### config.mk
export PLATFORM = sky130hd
export DESIGN_NAME = bus_mult8
export DESIGN_NICKNAME = d
export VERILOG_FILES = /design/src/rtl/bm_pkg.sv /design/src/rtl/bm_decode.sv /design/src/rtl/bm_engine.sv /design/src/rtl/bm_result.sv /design/src/rtl/bus_mult8.sv
export SDC_FILE = /design/constraint.sdc
export NUM_CORES = 1
export LEC_CHECK = 0
export ABC_AREA = 1
export BUFFER_PORTS_ARGS = -buffer_cell sky130_fd_sc_hd__buf_2
export CORE_AREA = 4 4 95 97
export CTS_CLUSTER_DIAMETER = 120
export DETAILED_ROUTE_END_ITERATION = 10
export DIE_AREA = 0 0 99 101
export GPL_ROUTABILITY_DRIVEN = 1
export PLACE_DENSITY_LB_ADDON = 0.08
export SYNTH_ARGS = -nofsm -noshare
export SYNTH_HDL_FRONTEND = slang
export SYNTH_HIERARCHICAL = 1
export SYNTH_SLANG_ARGS = --single-unit
export TNS_END_PERCENT = 50
### constraint.sdc
create_clock -name clk -period 5.4 [get_ports clk]
set_clock_uncertainty 0.2 [all_clocks]
set_input_delay 1.08 -clock clk [delete_from_list [all_inputs] [get_ports clk]]
set_output_delay 1.08 -clock clk [all_outputs]
set_load 0.01 [all_outputs]
### src/rtl/bm_pkg.sv
package bm_pkg;

    // Engine states of the shift-add multiplier
    typedef enum logic [0:0] {
        ST_IDLE = 1'b0,
        ST_CALC = 1'b1
    } bm_state_e;

    // Decoded bus access for one cycle
    typedef struct packed {
        logic wr_lo;
        logic wr_hi;
        logic rd_lo;
        logic rd_hi;
    } bm_access_t;

endpackage

### src/rtl/bm_decode.sv
module bm_decode
    import bm_pkg::*;
#(
    parameter int W = 8
) (
    input  logic         clk,
    input  logic         rst_n,
    input  logic         sel_hi,
    input  logic         wr_en,
    input  logic         rd_en,
    input  logic [W-1:0] wdata,
    output bm_access_t   acc_o,
    output logic [W-1:0] mcand_q
);

    // Slot decode
    always_comb begin
        acc_o.wr_lo = wr_en & ~sel_hi;
        acc_o.wr_hi = wr_en &  sel_hi;
        acc_o.rd_lo = rd_en & ~sel_hi;
        acc_o.rd_hi = rd_en &  sel_hi;
    end

    // Stored multiplicand (low slot)
    always_ff @(posedge clk) begin
        if (!rst_n) begin
            mcand_q <= '0;
        end else if (acc_o.wr_lo) begin
            mcand_q <= wdata;
        end
    end

    // a low-slot write lands in the multiplicand register
    assert_lo_store_R2: assert property (@(posedge clk) disable iff (!rst_n)
        (wr_en && !sel_hi) |=> (mcand_q == $past(wdata)));

    // without a low-slot write the multiplicand holds
    assert_mcand_hold_R10: assert property (@(posedge clk) disable iff (!rst_n)
        !(wr_en && !sel_hi) |=> $stable(mcand_q));

endmodule

### src/rtl/bm_engine.sv
module bm_engine
    import bm_pkg::*;
#(
    parameter int W = 8
) (
    input  logic            clk,
    input  logic            rst_n,
    input  logic            start,
    input  logic [W-1:0]    opa,
    input  logic [W-1:0]    opb,
    output logic            busy,
    output logic            commit,
    output logic [2*W-1:0]  product
);

    localparam int PW = 2 * W;
    localparam int CW = (W > 1) ? $clog2(W) : 1;
    localparam logic [CW-1:0] LAST = CW'(W - 1);

    bm_state_e      state_q, state_d;
    logic [CW-1:0]  step_q;
    logic [PW-1:0]  acc_q;
    logic [PW-1:0]  shifted_q;
    logic [W-1:0]   mplr_q;
    logic [PW-1:0]  acc_nx;
    logic           last_step;

    assign last_step = (step_q == LAST);
    assign acc_nx    = acc_q + (mplr_q[0] ? shifted_q : '0);

    // State register
    always_ff @(posedge clk) begin
        if (!rst_n) begin
            state_q <= ST_IDLE;
        end else begin
            state_q <= state_d;
        end
    end

    // Next-state logic: launch, step, relaunch, finish
    always_comb begin
        state_d = state_q;
        unique case (state_q)
            ST_IDLE: begin
                if (start) state_d = ST_CALC;          // launch
            end
            ST_CALC: begin
                if (start)          state_d = ST_CALC; // relaunch
                else if (last_step) state_d = ST_IDLE; // finish
                else                state_d = ST_CALC; // step
            end
            default: state_d = ST_IDLE;
        endcase
    end

    // Outputs
    always_comb begin
        busy    = (state_q == ST_CALC);
        commit  = (state_q == ST_CALC) && last_step && !start;
        product = acc_nx;
    end

    // Datapath: one shift-add step per cycle
    always_ff @(posedge clk) begin
        if (!rst_n) begin
            step_q    <= '0;
            acc_q     <= '0;
            shifted_q <= '0;
            mplr_q    <= '0;
        end else if (start) begin
            step_q    <= '0;
            acc_q     <= '0;
            shifted_q <= {{W{1'b0}}, opa};
            mplr_q    <= opb;
        end else if (state_q == ST_CALC) begin
            step_q    <= step_q + 1'b1;
            acc_q     <= acc_nx;
            shifted_q <= shifted_q << 1;
            mplr_q    <= mplr_q >> 1;
        end
    end

    // a launch always leaves the engine busy at step zero
    assert_launch_busy_R8: assert property (@(posedge clk) disable iff (!rst_n)
        start |=> (busy && step_q == '0));

    // completion drops busy on the following cycle
    assert_finish_idle_R3: assert property (@(posedge clk) disable iff (!rst_n)
        commit |=> !busy);

    // an idle engine stays idle without a launch
    assert_idle_hold_R3: assert property (@(posedge clk) disable iff (!rst_n)
        (!busy && !start) |=> !busy);

endmodule

### src/rtl/bm_result.sv
module bm_result
    import bm_pkg::*;
#(
    parameter int W = 8
) (
    input  logic            clk,
    input  logic            rst_n,
    input  bm_access_t      acc_i,
    input  logic            commit,
    input  logic [2*W-1:0]  product,
    output logic [W-1:0]    rdata
);

    logic [2*W-1:0] res_q;

    // Result register: commit wins over a read-clear
    always_ff @(posedge clk) begin
        if (!rst_n) begin
            res_q <= '0;
        end else if (commit) begin
            res_q <= product;
        end else if (acc_i.rd_hi) begin
            res_q <= '0;
        end
    end

    // Read mux
    always_comb begin
        rdata = '0;
        if (acc_i.rd_lo) rdata = res_q[W-1:0];
        if (acc_i.rd_hi) rdata = res_q[2*W-1:W];
    end

    // a high-slot read clears the result
    assert_hi_clear_R5: assert property (@(posedge clk) disable iff (!rst_n)
        (acc_i.rd_hi && !commit) |=> (res_q == '0));

    // without commit or high read the result holds
    assert_res_hold_R7: assert property (@(posedge clk) disable iff (!rst_n)
        (!commit && !acc_i.rd_hi) |=> $stable(res_q));

endmodule

### src/rtl/bus_mult8.sv
module bus_mult8
    import bm_pkg::*;
#(
    parameter int W = 8
) (
    input  logic         clk,
    input  logic         rst_n,
    input  logic         sel_hi,
    input  logic         wr_en,
    input  logic         rd_en,
    input  logic [W-1:0] wdata,
    output logic [W-1:0] rdata,
    output logic         busy
);

    localparam int PW = 2 * W;

    bm_access_t    acc;
    logic [W-1:0]  mcand;
    logic          commit;
    logic [PW-1:0] product;

    bm_decode #(.W(W)) u_decode (
        .clk     (clk),
        .rst_n   (rst_n),
        .sel_hi  (sel_hi),
        .wr_en   (wr_en),
        .rd_en   (rd_en),
        .wdata   (wdata),
        .acc_o   (acc),
        .mcand_q (mcand)
    );

    bm_engine #(.W(W)) u_engine (
        .clk     (clk),
        .rst_n   (rst_n),
        .start   (acc.wr_hi),
        .opa     (mcand),
        .opb     (wdata),
        .busy    (busy),
        .commit  (commit),
        .product (product)
    );

    bm_result #(.W(W)) u_result (
        .clk     (clk),
        .rst_n   (rst_n),
        .acc_i   (acc),
        .commit  (commit),
        .product (product),
        .rdata   (rdata)
    );

    // busy only rises on the cycle after a high-slot write
    assert_busy_rise_R3: assert property (@(posedge clk) disable iff (!rst_n)
        $rose(busy) |-> $past(wr_en && sel_hi));

    // a high-slot write keeps or makes the block busy
    assert_start_busy_R8: assert property (@(posedge clk) disable iff (!rst_n)
        (wr_en && sel_hi) |=> busy);

    // read data is zero outside read cycles
    assert_rdata_quiet_R11: assert property (@(posedge clk) disable iff (!rst_n)
        !rd_en |-> (rdata == '0));

endmodule

==> impl_metrics.json, run 1 <==
{
  "placed_area_um2": 4061,
  "numCtsBuffers": 9,
  "setup_tns_ps": 0,
  "ant_nets": 0,
  "cpPeakStageDelay_ps": 300,
  "die_x_um": 99,
  "cts_buffer_depth": 2,
  "p_switching_mw": 0.2836,
  "synth_area_um2": 3985,
  "yosysTopAreaCell": "dfxtp_1",
  "pwr-share-clk": 0.372,
  "yosysWarnings": 6,
  "pwr-share-comb": 0.116,
  "postCtsSetupBuffers": 0,
  "dr.pass1.iters": 5,
  "end_kind": "output pin",
  "avgSynthCellArea_um2": 6.533,
  "pin_count": 22,
  "final_cells": 727,
  "cts_sinks": 68,
  "clk_pin_slew_ps": 70,
  "die-area_um2": 9999,
  "rsz0062_at_grt": "false",
  "grt_use_total": 0.1849,
  "slew_headroom": 0.4334,
  "ir_drop_uv": 124.3,
  "drv_cap": 0,
  "layout-drive-gt1-share": 0.1109,
  "startpoint_type": "input port",
  "synth_edf_count": 0,
  "worstPathArrival_ps": 2160,
  "setup_violations": 0,
  "area_delta_synth_final_pct": 6.217,
  "port_buffers": 21,
  "cp_slowest_cell": "inv_1",
  "htreeDepth": 3,
  "fmaxAchievable_mhz": 290.9,
  "drv_slew": 0,
  "finalWirelength_mm": 8.567,
  "die_h_um": 101,
  "vias_per_cell": 4.773,
  "dpl.hpwl_mm": 6.287,
  "clock_latency_ps": 340,
  "syn_inst": 610,
  "cts_hold_buf": 0,
  "seqPwrFrac": 0.511,
  "leakage_nw": 2.297,
  "num_antenna_cells": 0,
  "cp.required_ps": 4120,
  "grt_pass1_wl_mm": 15.06,
  "num_rows": 33,
  "grt_pass1_vias": 3335,
  "ff2ff_setup_slack_ps": 2990,
  "dp_cells": 713,
  "synthArstFlopShare": 0,
  "ys_seq_area_frac": 0.3416,
  "dr_total_vias": 3470,
  "yosys-top-cells-area": "dfxtp_1 (34%), nand2_1 (18%), inv_1 (8.8%), nor2_1 (5.5%), ha_1 (5.3%)",
  "start_util": 0.4899,
  "final_cell_area_um2": 4233,
  "wire_per_inst_um": 11.78,
  "gp_congestion": 0.8734,
  "p_int_mw": 0.7720,
  "ys_ff_latch": 68,
  "swShare": 0.2686,
  "grt_antenna_before_repair": 0,
  "utilization": 0.5204,
  "power_density_nw_per_um2": 249.4,
  "status": "complete, no violations",
  "drcViolationCount": 0,
  "synth_nets": 641,
  "nNetsFinal": 650,
  "drtIter0Drc": 97,
  "finalCritPeriodShare": 0.6366,
  "hp-class": "reg -> reg",
  "synth_cell_types": 33,
  "grt_max_degree": 39,
  "ys.flop_type": "dfxtp_1",
  "synthDominantCellAreaShare": 0.3416,
  "path_cells": "buf_2 -> nand2_1 -> inv_1 -> inv_1 -> nand3_1 -> nand2_1 -> buf_2",
  "cts.repair.resized": 0,
  "grt_overflow": 0,
  "worst_pin_slew_ps": 848.9,
  "crit_fanout": 10,
  "cts-root-buf": "clkbuf_8",
  "final-hold-violation-count": 0,
  "cts_tree": "built",
  "fin_crit_ps": 3438,
  "whs_ps": 267.6,
  "critPathKind": "in -> out",
  "core-area_um2": 8134
}
## per-layer routing
layer  share of wire  global-route usage  wire length, um
met4          0.0082             0.05567               70
met3           0.023             0.03599              195
met1            0.50              0.2372             4301
met2            0.47              0.3146             3999
met5               0                   0                0
## worst max-delay path: cells and delay by family
kind                   cells  cell delay [ps]
buffers and inverters      4              830
and+or+nand+nor            3              240
## flip-flops by register name, indices dropped and copies added, names as in the netlist
register and count:
u_engine/mplr_q 8, u_engine/acc_q 16, u_engine/shifted_q 16, u_engine/busy 1, u_decode/mcand_q 8, u_engine/step_q 3, u_result/res_q 16
## cell type report
| type | instances | area (um2) |
|---|---|---|
| inverter | 98 | 367.9 |
| tap | 105 | 131.4 |
| clock buffer | 11 | 131.4 |
| sequential | 68 | 1361 |
| clock inverter | 3 | 40.04 |
| multi-input combinational | 419 | 2081 |
| fill | 854 | 3901 |
| timing repair buffer | 23 | 120.1 |
## through the flow
step                      worst slack (ps)  power, mW
final                                 1962      1.056
after global routing                  1826      1.111
after CTS                             1956      1.068
after detailed placement              1955     0.6742
after global placement                1998     0.6711
after floorplan                       2499     0.6498
## cell families after synthesis
kind of cell / Yosys count / share of synthesized area
AOI/OAI and AO/OA: 82 / 0.1174
xor gates and xnor gates: 9 / 0.02167
and+or+nand+nor: 310 / 0.3246
adders and majority gates: 18 / 0.05840
buffers and inverters: 123 / 0.1363
DFF: 68 / 0.3416
## power by group through the flow
stage          registers, mW  clock network (mW)  logic, mW
5_1_grt                0.543               0.426      0.142
2_1_floorplan          0.546                   0      0.104
3_5_place_dp           0.551                   0      0.123
3_3_place_gp           0.551                   0      0.121
4_1_cts                0.540               0.405      0.124
6_report               0.540               0.393      0.123
## cells in the mapped netlist (all sizes together) (3+ instances only)
cell and count:
clkbuf 10, nor3 3, xor2 7, dfxtp 68, buf 15, a21oi 43, nand2 206, o211ai 6
o21ai 31, nor2 62, ha 17, inv 98, nand3 34
## cell usage in the layout (no fill, tap or decap)
cell type / Yosys / routed
dfxtp_1: 68 / 68
xor2_1: 7 / 7
nand2_1: 194 / 194
nor3_1: 2 / 2
ha_1: 17 / 17
clkinv_2: 0 / 2
buf_2: 9 / 21
a211oi_1: 2 / 2
o21ai_0: 31 / 31
and2_1: 1 / 1
nor2_1: 58 / 58
xnor2_2: 1 / 1
nor2_4: 2 / 2
nor2_2: 1 / 1
a21oi_1: 33 / 33
nor3_2: 1 / 1
inv_1: 93 / 93
nand4_1: 1 / 1
or2_1: 2 / 2
nand3_1: 34 / 34
o211ai_1: 6 / 6
a21oi_2: 10 / 10
and2_4: 1 / 1
xnor2_1: 1 / 1
buf_4: 0 / 2
inv_2: 5 / 5
clkbuf_1: 6 / 2
clkbuf_8: 3 / 9
bufinv_16: 0 / 1
fa_1: 1 / 1
nand2_2: 12 / 12
nor2_8: 1 / 1
## worst paths after layout
kind | start | to | depth (start not counted)
max | sel_hi | rdata[6] | 7
min | u_result/res_q[3] | u_result/res_q[3] | 2
max reg2reg | u_engine/mplr_q[0] | u_result/res_q[8] | 13
min reg2reg | u_result/res_q[3] | u_result/res_q[3] | 2
(Power assumes the default switching activity.)
==> run 2: changes to the inputs <==
- clock period: 5.4 -> 3.47 ns (I/O delays scaled with it)
==> run 2 against run 1 <==
Combinational power is 51% higher. Die area stayed put. Clock power is 77% higher. Highest routed layer unchanged.
==> impl_metrics.json, run 2 (synthesis gave the netlist of run 1 again) <==
{
  "status": "complete, no violations",
  "cts_sinks": 68,
  "crit_fanout": 10,
  "die_x_um": 99,
  "nNetsFinal": 650,
  "critPathKind": "in -> out",
  "ant_nets": 0,
  "startpoint_type": "input port",
  "numCtsBuffers": 9,
  "htreeDepth": 3,
  "final_cell_mix": "nand2_1 (194), inv_1 (93), dfxtp_1 (68)",
  "fmaxAchievable_mhz": 377.1,
  "finalWirelength_mm": 8.754,
  "top_regs": "u_engine/acc_q x16, u_engine/shifted_q x16, u_result/res_q x16",
  "final_common_cell": "nand2_1",
  "end_kind": "output pin",
  "clock_latency_ps": 340,
  "drtIter0Drc": 115,
  "grt_pass1_vias": 3432,
  "num_antenna_cells": 0,
  "finalPower_mw": 1.724,
  "dr_total_vias": 3500,
  "cp.required_ps": 2580,
  "wire_per_inst_um": 12.01,
  "leakage_nw": 2.310,
  "cts_buffer_depth": 2,
  "power_density_nw_per_um2": 403.7,
  "postCtsSetupBuffers": 0,
  "die-area_um2": 9999,
  "utilization": 0.5252,
  "grt_use_total": 0.1862,
  "drcViolationCount": 0,
  "final-hold-violation-count": 0,
  "cts_hold_buf": 0,
  "num_rows": 33,
  "area_delta_synth_final_pct": 7.190,
  "drv_cap": 0,
  "port_buffers": 21,
  "dr.pass1.iters": 4,
  "fin_crit_ps": 2652,
  "worst_pin_slew_ps": 866.6,
  "start_util": 0.4899,
  "rsz0062_at_grt": "false",
  "cts-root-buf": "clkbuf_8",
  "vias_per_cell": 4.801,
  "cts_tree": "built",
  "drv_slew": 0,
  "hp-class": "reg -> reg",
  "clk_pin_slew_ps": 70,
  "ir_drop_uv": 186.6,
  "core-area_um2": 8134,
  "slew_headroom": 0.4216,
  "setup_violations": 0,
  "die_h_um": 101,
  "dpl.hpwl_mm": 6.356,
  "pin_count": 22,
  "setup_tns_ps": 0,
  "worstPathArrival_ps": 1760,
  "grt_max_degree": 31,
  "finalCritPeriodShare": 0.7643,
  "ff2ff_setup_slack_ps": 1040,
  "cts.repair.resized": 0,
  "grt_overflow": 0,
  "grt_antenna_before_repair": 0,
  "gp_congestion": 0.8592,
  "layout-drive-gt1-share": 0.1170,
  "grt_pass1_wl_mm": 15.32
}
-- run 2: cell count changes in the layout (fill, tap and decap cells not counted), sizes merged --
cell,change
clkinv,-1
clkinvlp,+2
inv,+1
-- run 2: worst paths after layout --
| kind | start | end | cells after the start |
|---|---|---|---|
| worst max-delay path | sel_hi | rdata[1] | 7 |
| worst min-delay path | u_decode/mcand_q[6] | u_engine/shifted_q[6] | 2 |
| worst max register to register | u_engine/mplr_q[0] | u_result/res_q[15] | 11 |
| worst min register to register | u_decode/mcand_q[6] | u_engine/shifted_q[6] | 2 |
-- run 2: cell type report --
type                            count  area, um2
Fill cell                         863       3862
Tap cell                          105      131.4
Inverter                           98      367.9
Clock inverter                      5      58.81
Timing Repair Buffer               23      120.1
Clock buffer                       11      151.4
Sequential cell                    68       1361
Multi-Input combinational cell    419       2081
-- run 2: metrics by stage --
step	hold WS [ps]	cell area (um2)	setup slack [ps]	instances
2_1_floorplan	230.7	3985	1191	610
3_3_place_gp	247.3	4061	827.9	713
3_5_place_dp	253.3	4061	805.4	713
4_1_cts	264.4	4272	805.3	729
5_1_grt	293.9	4272	697.2	729
6_report	259.9	4272	818.0	729
-- run 2: worst max-delay path, cell delays in order --
cell,delay (ps)
buf_2,160
nand2_1,60
inv_1,300
inv_1,230
nand3_1,120
nand2_1,50
buf_2,130
-- run 2: routing by layer --
metal | up-vias | wire (um) | GRT usage
met1 | 1546 | 4218 | 0.2346
met4 | 0 | 180 | 0.07458
met3 | 14 | 238 | 0.02491
met2 | 49 | 4116 | 0.3213
met5 | - | 0 | 0
li1 | 1891 | - | -
-- run 2: report_power, final --
group	total, mW	internal, mW	switching [mW]
registers	0.844	0.816	0.0283
logic	0.186	0.0623	0.124
clock network	0.694	0.373	0.321
==> run 3: changes to the inputs <==
- clock period: 3.47 -> 2.4 ns (I/O delays scaled with it)
==> run 3 against run 2 <==
Global-route usage rose by 0.39 points. Non-clock buffer count is 8 higher. Die area unchanged. Final cell count increased by 0.96%. Sequential power increased by 45%. Routed wire length increased by 1.2%. Combinational power up 55%. Critical path depth is 6 higher. Power rose by 54%. Setup slack worse by 610 ps. Core utilization up 1.4 points. Count of clock-buffer cells in the layout stayed put. Critical path type is now reg -> reg. Critical endpoint is now u_result/res_q[8]. Largest cell class unchanged. Largest power group unchanged.
==> impl_metrics.json, run 3 (synthesis gave the netlist of run 1 again) <==
{
  "status": "complete, no violations",
  "crit_fanout": 16,
  "startpoint_type": "register",
  "num_rows": 33,
  "dr.pass1.iters": 4,
  "cts-root-buf": "clkbuf_8",
  "grt_pass1_wl_mm": 15.45,
  "core-area_um2": 8134,
  "p_int_mw": 1.995,
  "cp.required_ps": 2400,
  "layout-drive-gt1-share": 0.1331,
  "cts_tree": "built",
  "path_cells": "nand2_1 -> inv_1 -> ha_1 -> fa_2 -> nand2_1 -> nand2_1 -> and2_4 -> nand2_2 -> nand2_2 -> xnor2_4 -> inv_1 -> nand2_1 -> a21oi_2",
  "drcViolationCount": 0,
  "cts_buffer_depth": 2,
  "ir_drop_uv": 297.8,
  "grt_use_total": 0.1901,
  "cp_slowest_cell": "dfxtp_4",
  "seqPwrFrac": 0.460,
  "rsz0062_at_grt": "false",
  "grt_antenna_before_repair": 0,
  "gp_congestion": 0.8703,
  "cpPeakStageDelay_ps": 400,
  "pwr-share-clk": 0.431,
  "drv_slew": 0,
  "clock_latency_ps": 340,
  "crit_top_cell": "nand2_1",
  "drtIter0Drc": 141,
  "nNetsFinal": 658,
  "cts_sinks": 68,
  "critPathKind": "reg -> reg",
  "crit_path_start": "u_engine/mplr_q[0]",
  "drv_cap": 0,
  "worstPathArrival_ps": 2190,
  "ant_nets": 0,
  "slew_headroom": 0.4470,
  "vias_per_cell": 4.823,
  "htreeDepth": 3,
  "leakage_nw": 2.367,
  "start_util": 0.4899,
  "grt_pass1_vias": 3396,
  "hp-class": "in -> reg",
  "finalPower_mw": 2.648,
  "pin_count": 22,
  "die_x_um": 99,
  "top_regs": "u_engine/acc_q x16, u_engine/shifted_q x16, u_result/res_q x16",
  "grt_max_degree": 34,
  "power_density_nw_per_um2": 603.8,
  "port_buffers": 21,
  "area_delta_synth_final_pct": 10.05,
  "clk_pin_slew_ps": 70,
  "hp-start": "wdata[7]",
  "worst_pin_slew_ps": 828.6,
  "fmaxAchievable_mhz": 455.8,
  "die_h_um": 101,
  "whs_ps": 205.4,
  "finalWirelength_mm": 8.861,
  "dr_total_vias": 3550,
  "grt_overflow": 0,
  "finalCritPeriodShare": 0.9142,
  "wire_per_inst_um": 12.04,
  "multiInputGateArea_um2": 2102,
  "ff2ff_setup_slack_ps": 210,
  "pwr-share-comb": 0.109,
  "final-hold-violation-count": 0,
  "die-area_um2": 9999,
  "end_kind": "register",
  "final_common_cell": "nand2_1",
  "num_antenna_cells": 0,
  "setup_violations": 0,
  "r2r_start": "u_engine/mplr_q[0]",
  "numCtsBuffers": 9,
  "cts_hold_buf": 0,
  "dpl.hpwl_mm": 6.532,
  "final_cell_mix": "nand2_1 (191), inv_1 (93), dfxtp_1 (67)",
  "register_area_um2": 1365,
  "p_switching_mw": 0.6525,
  "fillers": 824,
  "swShare": 0.2464,
  "fin_crit_ps": 2194
}
## run 3: worst paths after layout
check,to,cells past startpoint
hold reg to reg,u_result/res_q[5],2
setup reg to reg,u_result/res_q[8],13
setup / recovery,u_result/res_q[8],13
hold / removal,u_engine/mplr_q[7],3
## run 3: routing by layer
metal / share of wire / global-route usage
met1: 0.48 / 0.2432
met2: 0.47 / 0.3197
met3: 0.038 / 0.03668
met4: 0.012 / 0.06723
met5: 0 / 0
## run 3: cell type report
| type | count | area share |
|---|---|---|
| sequential | 68 | 0.3113 |
| clock buffer | 11 | 0.03224 |
| tap | 105 | 0.02996 |
| inverter | 98 | 0.08388 |
| timing repair buffer | 31 | 0.04108 |
| clock inverter | 4 | 0.02225 |
| multi-input combinational | 419 | 0.4793 |
## run 3: critical path, delay by kind of cell, from the launching register on
family | cells | cell delay, ps
compound gates | 1 | 50
xor+xnor | 1 | 150
flops | 1 | 400
buf+inv | 2 | 100
fa+ha+maj | 2 | 560
simple gates | 7 | 590
## run 3: through the flow
step	util	instance area (um2)	TNS [ps]	worst slack, ps	cells
floorplan	-	3985	0	121.0	610
global placement	0.5058	4114	0	4.194	720
detailed placement	0.5058	4114	-38.21	-27.02	720
CTS	0.5353	4354	0	89.74	735
global route	0.5391	4385	0	26.28	736
finish	0.5391	4385	0	206.0	736
## run 3: what timing repair did
| item | 4_1_cts | 5_1_grt |
|---|---|---|
| buffers inserted | 0 | 1 |
| pin swaps | 0 | 0 |
| endpoints found under the setup margin | 4 | 10 |
| cloned | 0 | 0 |
| gates resized for setup | 1 | 6 |
## run 3: power groups by stage
stage	Clock (mW)	Sequential, mW	Combinational [mW]
detailed placement	0	1.24	0.286
finish	1.14	1.22	0.289
floorplan	0	1.23	0.235
global placement	0	1.24	0.282
CTS	1.17	1.22	0.287
global route	1.22	1.22	0.332
